**src/rtl/be_mem_pkg.sv**
```systemverilog
// Package: shared encodings for the big-endian load/store unit.
// Assumes a 32-bit data path with four byte lanes.
package be_mem_pkg;

    typedef enum logic [1:0] {
        SZ_BYTE = 2'd0,
        SZ_HALF = 2'd1,
        SZ_WORD = 2'd2,
        SZ_BAD  = 2'd3
    } size_e;

    typedef enum logic [1:0] {
        TGT_NONE = 2'd0,
        TGT_RAM  = 2'd1,
        TGT_IO   = 2'd2
    } tgt_e;

endpackage

```
**src/rtl/be_addr_decode.sv**
```systemverilog
// Module: be_addr_decode
// Classifies an access by alignment and address range into RAM, I/O or fault.
// Assumes RAM starts at 0 and the I/O window base is aligned to its size.
// Only word accesses may use the I/O window.
module be_addr_decode
    import be_mem_pkg::*;
#(
    parameter int unsigned RAM_BYTES = 4096,
    parameter logic [31:0] IO_BASE   = 32'h8000_0000,
    parameter int unsigned IO_BYTES  = 32768
) (
    input  logic [31:0] addr,
    input  logic [1:0]  size,
    output tgt_e        tgt,
    output logic        fault
);
    localparam logic [32:0] RAM_END = 33'(RAM_BYTES);
    localparam logic [32:0] IO_LO   = {1'b0, IO_BASE};
    localparam logic [32:0] IO_HI   = IO_LO + 33'(IO_BYTES);

    logic misaligned;
    logic in_ram;
    logic in_io;

    // Purpose: alignment and window tests, then target selection.
    always_comb begin
        misaligned = ((size == SZ_HALF) && addr[0])
                   || ((size == SZ_WORD) && (addr[1:0] != 2'b00))
                   || (size == SZ_BAD);
        in_ram = ({1'b0, addr} < RAM_END);
        in_io  = ({1'b0, addr} >= IO_LO) && ({1'b0, addr} < IO_HI);
        tgt    = TGT_NONE;
        fault  = 1'b1;
        if (!misaligned) begin
            if (in_ram) begin
                tgt   = TGT_RAM;
                fault = 1'b0;
            end else if (in_io && (size == SZ_WORD)) begin
                tgt   = TGT_IO;
                fault = 1'b0;
            end
        end
    end

endmodule

```
**src/rtl/be_lane_steer.sv**
```systemverilog
// Module: be_lane_steer
// Maps processor data to and from big-endian byte lanes of a bus word.
// Offset 0 is the most significant lane. Assumes the access is aligned.
module be_lane_steer
    import be_mem_pkg::*;
#(
    parameter int unsigned DW = 32
) (
    input  logic [1:0]      size,
    input  logic [1:0]      off,
    input  logic [DW-1:0]   wdata,
    input  logic [DW-1:0]   bus_rdata,
    output logic [DW/8-1:0] be,
    output logic [DW-1:0]   bus_wdata,
    output logic [DW-1:0]   rd_data
);
    localparam int unsigned LANES = DW / 8;
    localparam int unsigned HW    = DW / 2;

    logic [7:0] lane_b [LANES];
    logic [1:0] sel;

    // One extracted byte per bus lane.
    for (genvar g = 0; g < LANES; g++) begin : g_lane
        assign lane_b[g] = bus_rdata[8*g +: 8];
    end

    // Purpose: lane enables, replicated write data and read extraction.
    always_comb begin
        sel = 2'(LANES - 1) - off;
        unique case (size)
            SZ_BYTE: begin
                be        = LANES'(1) << sel;
                bus_wdata = {LANES{wdata[7:0]}};
                rd_data   = {{(DW-8){1'b0}}, lane_b[sel]};
            end
            SZ_HALF: begin
                be        = off[1] ? {{(LANES/2){1'b0}}, {(LANES/2){1'b1}}}
                                   : {{(LANES/2){1'b1}}, {(LANES/2){1'b0}}};
                bus_wdata = {2{wdata[HW-1:0]}};
                rd_data   = off[1] ? {{HW{1'b0}}, bus_rdata[HW-1:0]}
                                   : {{HW{1'b0}}, bus_rdata[DW-1:HW]};
            end
            default: begin
                be        = {LANES{1'b1}};
                bus_wdata = wdata;
                rd_data   = bus_rdata;
            end
        endcase
    end

endmodule

```
**src/rtl/be_watchpoint.sv**
```systemverilog
// Module: be_watchpoint
// A single address watchpoint with checked arm and disarm commands.
// A hit is a completed word access at the armed address. Arm takes priority
// over disarm when both are given together.
module be_watchpoint (
    input  logic        clk,
    input  logic        rst_n,
    input  logic        arm_i,
    input  logic        disarm_i,
    input  logic [31:0] cmd_addr,
    input  logic [31:0] cmd_len,
    input  logic        acc_fire,
    input  logic [31:0] acc_addr,
    output logic        halt_o,
    output logic        error_o
);
    logic        armed_q;
    logic [31:0] addr_q;
    logic [31:0] len_q;

    // Purpose: hold the armed state, flag bad commands, detect hits.
    always_ff @(posedge clk) begin
        if (!rst_n) begin
            armed_q <= 1'b0;
            addr_q  <= '0;
            len_q   <= '0;
            halt_o  <= 1'b0;
            error_o <= 1'b0;
        end else begin
            error_o <= 1'b0;
            halt_o  <= armed_q && acc_fire && (acc_addr == addr_q);
            if (arm_i) begin
                if (armed_q) begin
                    error_o <= 1'b1;
                end else begin
                    armed_q <= 1'b1;
                    addr_q  <= cmd_addr;
                    len_q   <= cmd_len;
                end
            end else if (disarm_i) begin
                if (armed_q && (cmd_addr == addr_q) && (cmd_len == len_q)) begin
                    armed_q <= 1'b0;
                end else begin
                    error_o <= 1'b1;
                end
            end
        end
    end

    // a halt pulse needs an armed watchpoint in the cycle before.
    p_halt_needs_arm_r10: assert property (@(posedge clk) disable iff (!rst_n)
        halt_o |-> $past(armed_q));

    // arming twice is rejected one cycle later.
    p_double_arm_r9: assert property (@(posedge clk) disable iff (!rst_n)
        (armed_q && arm_i) |=> error_o);

endmodule

```
**src/rtl/be_mem_access.sv**
```systemverilog
// Module: be_mem_access (top)
// Big-endian byte/halfword/word load/store unit in front of a word RAM bus
// and a word-only I/O port, with one access watchpoint.
// Assumes the processor holds req_* steady until req_ready, and that each bus
// raises its ack for one cycle while its request is held.
module be_mem_access
    import be_mem_pkg::*;
#(
    parameter int unsigned RAM_BYTES = 4096,
    parameter logic [31:0] IO_BASE   = 32'h8000_0000,
    parameter int unsigned IO_BYTES  = 32768,
    localparam int unsigned MAW      = $clog2(RAM_BYTES / 4),
    localparam int unsigned IAW      = $clog2(IO_BYTES / 4)
) (
    input  logic           clk,
    input  logic           rst_n,
    input  logic           req_valid,
    input  logic           req_write,
    input  logic [1:0]     req_size,
    input  logic [31:0]    req_addr,
    input  logic [31:0]    req_wdata,
    output logic           req_ready,
    output logic [31:0]    rsp_rdata,
    output logic           rsp_fault,
    output logic           mem_req,
    output logic           mem_we,
    output logic [MAW-1:0] mem_addr,
    output logic [3:0]     mem_be,
    output logic [31:0]    mem_wdata,
    input  logic [31:0]    mem_rdata,
    input  logic           mem_ack,
    output logic           io_req,
    output logic           io_we,
    output logic [IAW-1:0] io_addr,
    output logic [31:0]    io_wdata,
    input  logic [31:0]    io_rdata,
    input  logic           io_ack,
    input  logic           wp_arm,
    input  logic           wp_disarm,
    input  logic [31:0]    wp_addr,
    input  logic [31:0]    wp_len,
    output logic           wp_error,
    output logic           halt_req
);
    tgt_e        tgt;
    logic        dec_fault;
    logic [31:0] steer_rd;
    logic        word_fire;

    be_addr_decode #(
        .RAM_BYTES (RAM_BYTES),
        .IO_BASE   (IO_BASE),
        .IO_BYTES  (IO_BYTES)
    ) u_decode (
        .addr  (req_addr),
        .size  (req_size),
        .tgt   (tgt),
        .fault (dec_fault)
    );

    be_lane_steer #(
        .DW (32)
    ) u_steer (
        .size      (req_size),
        .off       (req_addr[1:0]),
        .wdata     (req_wdata),
        .bus_rdata (mem_rdata),
        .be        (mem_be),
        .bus_wdata (mem_wdata),
        .rd_data   (steer_rd)
    );

    // Purpose: route the request to one bus and build the response.
    always_comb begin
        mem_req   = req_valid && (tgt == TGT_RAM);
        io_req    = req_valid && (tgt == TGT_IO);
        mem_we    = req_write;
        io_we     = req_write;
        mem_addr  = req_addr[MAW+1:2];
        io_addr   = req_addr[IAW+1:2];
        io_wdata  = req_wdata;
        rsp_fault = req_valid && dec_fault;
        req_ready = rsp_fault || (mem_req && mem_ack) || (io_req && io_ack);
        if (!req_valid || dec_fault || req_write) begin
            rsp_rdata = '0;
        end else if (tgt == TGT_IO) begin
            rsp_rdata = io_rdata;
        end else begin
            rsp_rdata = steer_rd;
        end
    end

    assign word_fire = req_valid && req_ready && (req_size == SZ_WORD);

    be_watchpoint u_watch (
        .clk      (clk),
        .rst_n    (rst_n),
        .arm_i    (wp_arm),
        .disarm_i (wp_disarm),
        .cmd_addr (wp_addr),
        .cmd_len  (wp_len),
        .acc_fire (word_fire),
        .acc_addr (req_addr),
        .halt_o   (halt_req),
        .error_o  (wp_error)
    );

    // a fault completes at once and touches neither bus.
    p_fault_quiet_r8: assert property (@(posedge clk) disable iff (!rst_n)
        rsp_fault |-> (req_ready && !mem_req && !io_req));

    // never both buses at once.
    p_one_target_r6: assert property (@(posedge clk) disable iff (!rst_n)
        $onehot0({mem_req, io_req}));

    // only word accesses reach the I/O port.
    p_io_word_only_r7: assert property (@(posedge clk) disable iff (!rst_n)
        io_req |-> (req_size == 2'd2));

    // a byte write enables exactly one lane.
    p_byte_one_lane_r4: assert property (@(posedge clk) disable iff (!rst_n)
        (mem_req && mem_we && (req_size == 2'd0)) |-> ($countones(mem_be) == 1));

    // a halfword write enables one aligned lane pair.
    p_half_lanes_r5: assert property (@(posedge clk) disable iff (!rst_n)
        (mem_req && mem_we && (req_size == 2'd1)) |-> ((mem_be == 4'b1100) || (mem_be == 4'b0011)));

endmodule

```
**config.mk**
```make
export PLATFORM = sky130hd
export DESIGN_NAME = be_mem_access
export DESIGN_NICKNAME = d
export VERILOG_FILES = /design/src/rtl/be_mem_pkg.sv /design/src/rtl/be_addr_decode.sv /design/src/rtl/be_lane_steer.sv /design/src/rtl/be_watchpoint.sv /design/src/rtl/be_mem_access.sv
export SDC_FILE = /design/constraint.sdc
export NUM_CORES = 1
export LEC_CHECK = 0
export ABC_AREA = 1
export BUFFER_PORTS_ARGS = -buffer_cell sky130_fd_sc_hd__buf_2
export CAP_MARGIN = 20
export CORE_MARGIN = 4
export CORE_UTILIZATION = 40
export DETAILED_ROUTE_END_ITERATION = 6
export GPL_ROUTABILITY_DRIVEN = 1
export GPL_TIMING_DRIVEN = 0
export HOLD_SLACK_MARGIN = 0.1
export PLACE_DENSITY_LB_ADDON = 0.3
export SKIP_LAST_GASP = 1
export SLEW_MARGIN = 20
export SYNTH_ARGS = -nofsm -noshare
export SYNTH_HDL_FRONTEND = slang
export SYNTH_HIERARCHICAL = 1
export SYNTH_SLANG_ARGS = --single-unit
```
**constraint.sdc**
```tcl
create_clock -name clk -period 1.49 [get_ports clk]
set_input_delay 0.0745 -clock clk [delete_from_list [all_inputs] [get_ports clk]]
set_output_delay 0.0745 -clock clk [all_outputs]
set_load 0.02 [all_outputs]
```
# == Word-level counts from Yosys, hierarchy flattened ==
# Cells that the tools add are included.
# totals
register_bits,67
in_bits,202
output_inout_bits,131
wordCells,72
# classes
addsub,1
order_cmp,4
n_eq_ne,8
shifts,1
mux,23
bitwise,2
n_reduce_logical,28
# ops
cell,n
$pmux 32 s2,2
$eq 32x32->1,3
$mux 32,2
$ge 32x32->1 const B,1
$lt 32x13->1 const B,1
$lt 32x32->1 const B,1
$bmux 8 s2,1
$mux 16,1
$mux 8,2
$logic_and 1x1->1,15
$mux 1,10
$pmux 4 s2,1
$eq 2x2->1 const B,3
$logic_or 1x1->1,6
$mux 2,3
$reduce_bool 2->1,3
$eq 2x1->1 const B,2
$mux 4,1
$reduce_and 2->1,2
$shl 1x2->4 const A,1
$ge 3x3->1 const B,1
$not 2->3,1
$logic_not 2->1,1
$sub 2x2->2 const A,1
2 further kinds,2

# == Longest topological paths before layout ==
# Gate-level depths: netlist (run 1).
# logic_depth
depth_word,15
ltp_mapped,16
depth_no_buf,16

# == Cells and area by module ==
# Netlist (run 1), hierarchy kept.
# by_module_without_submodules
module,instances,cells_each,area_per_inst_um2,seq_area_each_um2
be_watchpoint,1,590,3756.1,1341.3
be_mem_access,1,181,1038.5,0.0
be_lane_steer,1,214,932.1,0.0
be_addr_decode,1,35,157.7,0.0

# == Least setup slack after synthesis (run 1) ==
# No wires, ideal clock.
# synth_timing
path_type,input-to-reg
from,input port req_addr[20]
to,register u_watch.halt_o
setup_time_ns,0.064
arrival_time_ns,1.567
slack_ns,-0.141
stages,15
cell_sequence,nor2_1 -> nand2_1 -> nor2_2 -> nand3_1 -> nor2_2 -> nand4_1 -> nand3_1 -> nand2_1 -> inv_1 -> o21ai_0 -> a211oi_1 -> nand3_1 -> nor2_1 -> nand3b_1 -> nor2_1
# synth_via
elab_cells_between_ends,25
# synth_rtl
element,line,text
"start, declared",be_mem_access.sv:20,"input logic [31:0] req_addr,"
$lt 32x13->1 *,be_addr_decode.sv:30,"in_ram = ({1'b0, addr} < RAM_END);"
$mux 2 *,be_addr_decode.sv:35,if (in_ram) begin
$mux 2 *,be_addr_decode.sv:34,if (!misaligned) begin
net tgt[0],be_mem_access.sv:45,tgt_e tgt;
$eq 2x1->1,be_mem_access.sv:75,mem_req = req_valid && (tgt == TGT_RAM);
$logic_and 1x1->1,be_mem_access.sv:75,
$logic_and 1x1->1,be_mem_access.sv:83,req_ready = rsp_fault || (mem_req && mem_ack) || (io_req && io_ack);
$logic_or 1x1->1,be_mem_access.sv:83,
$logic_or 1x1->1 *,be_mem_access.sv:83,
net req_ready,be_mem_access.sv:22,"output logic req_ready,"
$logic_and 1x1->1 * (2 in a row),be_mem_access.sv:93,assign word_fire = req_valid && req_ready && (req_size == SZ_WORD);
net word_fire,be_mem_access.sv:48,logic word_fire;
$logic_and 1x1->1 * (2 in a row),be_watchpoint.sv:31,halt_o <= armed_q && acc_fire && (acc_addr == addr_q);
"end signal, assigned",be_watchpoint.sv:31,
"end, declared",be_watchpoint.sv:14,"output logic halt_o,"
# Mark *: on every way through the listed nets, which the timed path passes. The rest lies on a longest branch.
# A chain may end at the register's enable or synchronous reset.

# == Worst setup path in the final report (run 1) ==
# layout_timing
from,input port req_addr[29]
to,output port rsp_rdata[23]
# layout_via
elab_chain_len,9
elab_cells_between_ends,16
# layout_rtl
element,line,text
$ge 32x32->1 / $lt 32x32->1 (equally long branches),be_addr_decode.sv:31,"in_io = ({1'b0, addr} >= IO_LO) && ({1'b0, addr} < IO_HI);"
$logic_and 1x1->1,be_addr_decode.sv:31,
$logic_and 1x1->1,be_addr_decode.sv:38,end else if (in_io && (size == SZ_WORD)) begin
$mux 2,be_addr_decode.sv:38,
$mux 2 *,be_addr_decode.sv:35,
$mux 2 *,be_addr_decode.sv:34,
net tgt[1],be_mem_access.sv:45,
$eq 2x2->1 *,be_mem_access.sv:86,end else if (tgt == TGT_IO) begin
$mux 32 *,be_mem_access.sv:86,
$mux 32 *,be_mem_access.sv:84,if (!req_valid || dec_fault || req_write) begin
"end, declared",be_mem_access.sv:23,"output logic [31:0] rsp_rdata,"
# Marks and branches as above.

==> results.json, run 1 <==
{
  "r2r_end": "u_watch/armed_q",
  "finalWorstSetupSlack_ns": -0.303,
  "min_path_type": "in2reg",
  "syn_area_um2": 5880,
  "status": "complete, but fails checks",
  "finalNonFillerCells": 1620,
  "placedCellCount": 1536,
  "finalNetCount": 1628,
  "grtUsageTotal_pct": 31.0,
  "required_ns": 1.42,
  "tightest_slew_ns": 0.567,
  "dieWidth_um": 129,
  "grt_pass1_vias": 7302,
  "port_buffers": 332,
  "synth.avg_cell_area_um2": 5.77,
  "period_minus_slack_ns": 1.79,
  "nFillCells": 1193,
  "syn_to_final_growth_pct": 66.5,
  "syn_inst": 1020,
  "r2r-start": "u_watch/addr_q[18]",
  "grt_first_pass_wirelength_mm": 39.9,
  "synth.top_cells.by_area": "dfxtp_1 (23%), nand2_1 (21%), buf_4 (8.4%), o21ai_0 (7.8%), inv_1 (7.2%)",
  "synth-seq-cells": 67,
  "power_density_nw_per_um2": 675,
  "clockBufferDepth": 2,
  "yosys_most_used_dff": "dfxtp_1",
  "post-route-util_pct": 67.7,
  "async_flop_share_pct": 0,
  "rr_worst_depth": 11,
  "max_slew_margin_pct": 61.8,
  "ir_worst_vdd_mv": 0.658,
  "place_ws_ns": -0.522,
  "vias": 8325,
  "drive_gt1_share_pct": 42.1,
  "design_area_um2": 9800,
  "hold_viol_final": 0,
  "hp-start": "wp_addr[15]",
  "rows": 44,
  "r2r_slack_ns": -0.03,
  "antenna_found_initial": 7,
  "cts_max_level": 3,
  "synth.most_common_cell": "nand2_1",
  "first_pass_iters": 7,
  "ys_types": 39,
  "wl_mm": 29.3,
  "violations": "negative setup slack",
  "dieHeight_um": 129,
  "numCtsBuffers": 9,
  "critPathMaxFanout": 5,
  "ioPinCount": 333,
  "whs_endpoint": "u_watch/addr_q[15]",
  "dpl_cell_area_um2": 7790,
  "grt_overflow": 0,
  "netlist_top_cells_count": "nand2_1 (324), inv_1 (113), nor2_1 (92), o21ai_0 (92), a21oi_1 (76)",
  "rsz0062_at_grt": "true",
  "drc": 0,
  "synth_top_area_cell": "dfxtp_1",
  "slew_viol_final": 0,
  "cp-end-kind": "output pin",
  "yosysWarnings": 6,
  "drt_iter0_markers": 824,
  "clkSlewWorstSetupHoldPaths_ns": 0.05,
  "crit_arrival_ns": 1.72,
  "fin_worst_skew_ns": 0.00949,
  "netlist.area_leader.share_pct": 22.8,
  "crit_type": "in2out",
  "clkLatencyLatePin_ns": 0.34,
  "setup_viol": 37,
  "grt_max_degree": 13,
  "max_freq_mhz": 558,
  "finalCritPeriodShare_pct": 120,
  "dp_hpwl_mm": 21.4,
  "synth-edff-count": 0,
  "cap_violations": 0,
  "leakage_uw": 0.00504,
  "die-area_um2": 16700,
  "cts_root_buf": "clkbuf_16",
  "worstSetupStartpointType": "input pin",
  "wire_per_inst_um": 18.1,
  "start_util_pct": 40.6,
  "hold_depth": 3,
  "seq_area_frac_synth_pct": 22.8,
  "cts_tree": "built",
  "gp_congestion": 0.940,
  "synth_nets": 1222,
  "ant_nets": 0,
  "cts_sinks": 67,
  "core-area_um2": 14500,
  "finalPower_uw": 6610,
  "routed_via_density": 5.14
}
[placed cells by master (no fill, tap or decap), types with 22 or more instances in the layout]
| cell type | n |
|---|---|
| nand2_1 | 279 |
| inv_1 | 106 |
| dlygate4sd3_1 | 56 |
| nand2_2 | 38 |
| inv_2 | 25 |
| buf_2 | 269 |
| buf_4 | 86 |
| a21oi_2 | 22 |
| o21ai_0 | 88 |
| xnor2_1 | 25 |
| nor2_1 | 72 |
| nand3_1 | 24 |
| buf_6 | 39 |
| a21oi_1 | 55 |
| dfxtp_1 | 56 |
[sequential cells by signal, summed over array words and instances, names as in the netlist]
| name | flops |
|---|---|
| u_watch/addr_q | 32 |
| u_watch/armed_q | 1 |
| u_watch/error_o | 1 |
| u_watch/halt_o | 1 |
| u_watch/len_q | 32 |
[cell type report]
cell class / instances / area, um^2 / area share, %
Antenna cell: 5 / 12.5 / 0.128
Clock inverter: 4 / 55.1 / 0.562
Sequential cell: 67 / 1360 / 13.8
Multi-Input combinational cell: 715 / 3790 / 38.6
Clock buffer: 12 / 267 / 2.72
Timing Repair Buffer: 395 / 2800 / 28.6
Tap cell: 184 / 230 / 2.35
Buffer: 103 / 772 / 7.88
Inverter: 135 / 522 / 5.32
[report_power, final]
part / internal, uW / switching, uW
combinational: 972 / 1280
sequential: 1950 / 126
clock: 1440 / 843
total: 4360 / 2250
[worst max path at each step]
stage                             from        endpoint  slack, ns  cells past startpoint
after floorplan           req_addr[20]  u_watch/halt_o      -0.05                     15
after global placement    req_addr[17]  u_watch/halt_o      -0.47                     16
after detailed placement  req_addr[17]  u_watch/halt_o      -0.52                     16
after CTS                 req_addr[16]    rsp_rdata[1]      -0.20                     12
after global routing      req_addr[29]   rsp_rdata[23]      -0.33                     13
final                     req_addr[29]   rsp_rdata[23]      -0.30                     13
[metrics by stage]
step,TNS [ns],hold WS [ns]
5_1_grt,-10.09,0.140
3_3_place_gp,-9.31,0.290
4_1_cts,-5.48,0.105
3_5_place_dp,-10.61,0.293
6_report,-8.87,0.115
2_1_floorplan,-0.0495,0.180
[critical path, cell delays in order]
cell and delay, ns:
buf_6 0.11, nor2_4 0.11, inv_1 0.05, nor2_1 0.09, nand3b_1 0.16, nor2_4 0.20, inv_2 0.08, nor2_4 0.15
clkbuf_16 0.18, clkbuf_16 0.13, nand2_1 0.05, a21oi_1 0.16, buf_4 0.18
[kinds of logic (layout without fill, tap and decap cells)]
group                     after synthesis  after routing  synth area share (%)
DFF                                    67             67                  22.8
and+or+nand+nor                       488            488                  34.1
other                                   0              5                     0
AOI/OAI and AO/OA                     201            201                  18.8
xor gates and xnor gates               26             26                  3.87
buffers and inverters                 238            649                  20.5
[metal layers]
layer	part of all wire [%]	global-route usage [%]
met1	36	38.1
met2	48	53.1
met3	10	6.55
met4	5.5	11.7
met5	0.092	0
[repair_timing]
action / 4_1_cts / 5_1_grt
endpoints found under the hold margin: 65 / 0
pin swaps: 14 / 67
buffers inserted: 7 / 5
hold buffers: 65 / 0
setup endpoints to repair: 35 / 85
cloned: 4 / 3
resized for setup: 121 / 177
(Power assumes the default switching activity.)
==> inputs of run 2 (changes only) <==
--- a/config.mk
+++ b/config.mk
@@ -5,12 +5,11 @@
 export SDC_FILE = /design/constraint.sdc
 export NUM_CORES = 1
 export LEC_CHECK = 0
-export ABC_AREA = 1
 export BUFFER_PORTS_ARGS = -buffer_cell sky130_fd_sc_hd__buf_2
 export CAP_MARGIN = 20
-export CORE_MARGIN = 4
-export CORE_UTILIZATION = 40
+export CORE_AREA = 4 4 128 130
 export DETAILED_ROUTE_END_ITERATION = 6
+export DIE_AREA = 0 0 132 134
 export GPL_ROUTABILITY_DRIVEN = 1
 export GPL_TIMING_DRIVEN = 0
 export HOLD_SLACK_MARGIN = 0.1
==> results.json, run 2 <==
{
  "synth-edff-count": 0,
  "finalNetCount": 1374,
  "yosysWarnings": 6,
  "first_pass_iters": 5,
  "violations": "negative setup slack",
  "syn_area_um2": 5610,
  "drive_gt1_share_pct": 45.9,
  "clockBufferDepth": 2,
  "synth.top_cells.by_area": "dfxtp_1 (24%), nand2_1 (14%), buf_4 (9.4%), a21boi_1 (8.6%), xor2_1 (8.4%)",
  "cts_root_buf": "clkbuf_16",
  "hold_viol_final": 0,
  "grtUsageTotal_pct": 27.5,
  "cts_sinks": 67,
  "finalCritPeriodShare_pct": 139,
  "tightest_slew_ns": 0.550,
  "numCtsBuffers": 9,
  "crit_type": "in2out",
  "dieWidth_um": 132,
  "cts_tree": "built",
  "port_buffers": 332,
  "max_slew_margin_pct": 63.3,
  "period_minus_slack_ns": 2.07,
  "cp-end-kind": "output pin",
  "worstSetupStartpointType": "input pin",
  "leakage_uw": 0.00446,
  "ant_nets": 0,
  "grt_first_pass_wirelength_mm": 38.5,
  "holdWs_ns": 0.127,
  "dieHeight_um": 134,
  "grt_pass1_vias": 6749,
  "synth-seq-cells": 67,
  "power_density_nw_per_um2": 691,
  "dp_hpwl_mm": 20.2,
  "routed_via_density": 5.09,
  "reg_top3": "u_watch/addr_q x32, u_watch/len_q x32",
  "rsz0062_at_grt": "true",
  "core-area_um2": 15100,
  "grt_max_degree": 13,
  "yosys_most_used_dff": "dfxtp_1",
  "layout_commonest_cell": "buf_2",
  "netlist_top_cells_count": "nand2_1 (204), buf_4 (70), dfxtp_1 (67)",
  "path_cells": "buf_8 -> or4_4 -> a211o_1 -> nor2_2 -> nand2_4 -> buf_12 -> clkbuf_16 -> a21oi_4 -> buf_6",
  "min_path_type": "in2reg",
  "slew_viol_final": 0,
  "wl_mm": 26.4,
  "async_flop_share_pct": 0,
  "clkSlewWorstSetupHoldPaths_ns": 0.06,
  "design_area_um2": 9710,
  "cap_violations": 0,
  "synth_top_area_cell": "dfxtp_1",
  "diodes": 0,
  "critPathMaxFanout": 5,
  "synth.avg_cell_area_um2": 7.53,
  "antenna_found_initial": 3,
  "max_freq_mhz": 483,
  "netlist.area_leader.share_pct": 23.9,
  "start_util_pct": 37.1,
  "clkLatencyLatePin_ns": 0.33,
  "synth.most_common_cell": "nand2_1",
  "synth_nets": 948,
  "finalWorstSetupSlack_ns": -0.579,
  "rows": 45,
  "slowest_stage": "or4_4",
  "gp_congestion": 0.933,
  "syn_to_final_growth_pct": 73.0,
  "cts_max_level": 3,
  "syn_inst": 746,
  "vias": 6942,
  "drt_iter0_markers": 520,
  "ys_types": 53,
  "status": "complete, but fails checks",
  "post-route-util_pct": 64.1,
  "crit_arrival_ns": 1.99,
  "wire_per_inst_um": 19.4,
  "seq_area_frac_synth_pct": 23.9,
  "setup_viol": 39,
  "required_ns": 1.42,
  "final_cell_mix": "buf_2 (294), nand2_1 (203), buf_4 (81)",
  "fin_worst_skew_ns": 0.00721,
  "dpl_cell_area_um2": 7950,
  "die-area_um2": 17700,
  "grt_overflow": 0,
  "drc": 0,
  "ioPinCount": 333,
  "ir_worst_vdd_mv": 0.746,
  "max_stage_delay_ns": 0.55,
  "fin_setup_tns_ns": -16.81
}
run 2: what timing repair did:
| item | in CTS | in global routing |
|---|---|---|
| setup buffers | 8 | 7 |
| hold buffers | 65 | 0 |
| setup endpoints to repair | 98 | 93 |
| resized for setup | 90 | 63 |
| hold endpoints to repair | 65 | 0 |
| cloned | 3 | 1 |
| pin swaps | 10 | 13 |
run 2: cells by family after synthesis:
| kind of cell | share of synthesized area [%] |
|---|---|
| AND/OR/NAND/NOR | 24.9 |
| AO/OA/AOI/OAI | 19.1 |
| buffers and inverters | 13.0 |
| XOR/XNOR | 13.1 |
| flip-flops | 23.9 |
| multiplexers | 6.06 |
run 2: through the flow:
stage          power [uW]  worst slack, ns  std cells
2_1_floorplan        3050           -0.331        746
3_3_place_gp         3820            -1.01       1266
3_5_place_dp         3840            -1.08       1266
4_1_cts              6660           -0.527       1358
5_1_grt              6960           -0.769       1365
6_report             6710           -0.579       1365
run 2: worst paths after layout:
path | end | depth (start not counted) | slack [ns] | startpoint
worst max register to register | u_watch/error_o | 5 | -0.23 | u_watch/addr_q[1]
worst min register to register | u_watch/len_q[10] | 2 | 0.47 | u_watch/len_q[10]
worst max-delay path | rsp_rdata[9] | 9 | -0.58 | req_addr[14]
worst min-delay path | u_watch/error_o | 3 | 0.13 | wp_disarm
run 2: power by group:
group	total, uW	switching [uW]	internal [uW]
registers	1990	94.3	1890
clock network	2660	807	1850
logic	2060	1120	944
total	6710	2020	4690
run 2: final cells by class:
cell class | instances | area [um^2]
fill | 1281 | 5430
multi-input combinational | 565 | 4090
timing repair buffer | 415 | 2830
sequential | 67 | 1350
buffer | 107 | 801
clock buffer | 10 | 239
tap | 188 | 235
clock inverter | 6 | 136
inverter | 7 | 28.8
run 2: metal layers:
metal	vias to the layer above	GRT usage, %	part of all wire, %
met4	6	4.84	1.9
li1	3309	-	-
met2	323	47.5	49
met3	45	8.25	9.5
met5	-	0	0.16
met1	3259	34.3	39
run 2: critical path: cells and delay by family:
kind                   cells  cell delay, ns
and+or+nand+nor            3            0.81
buffers and inverters      4            0.55
AOI/OAI and AO/OA          2            0.55
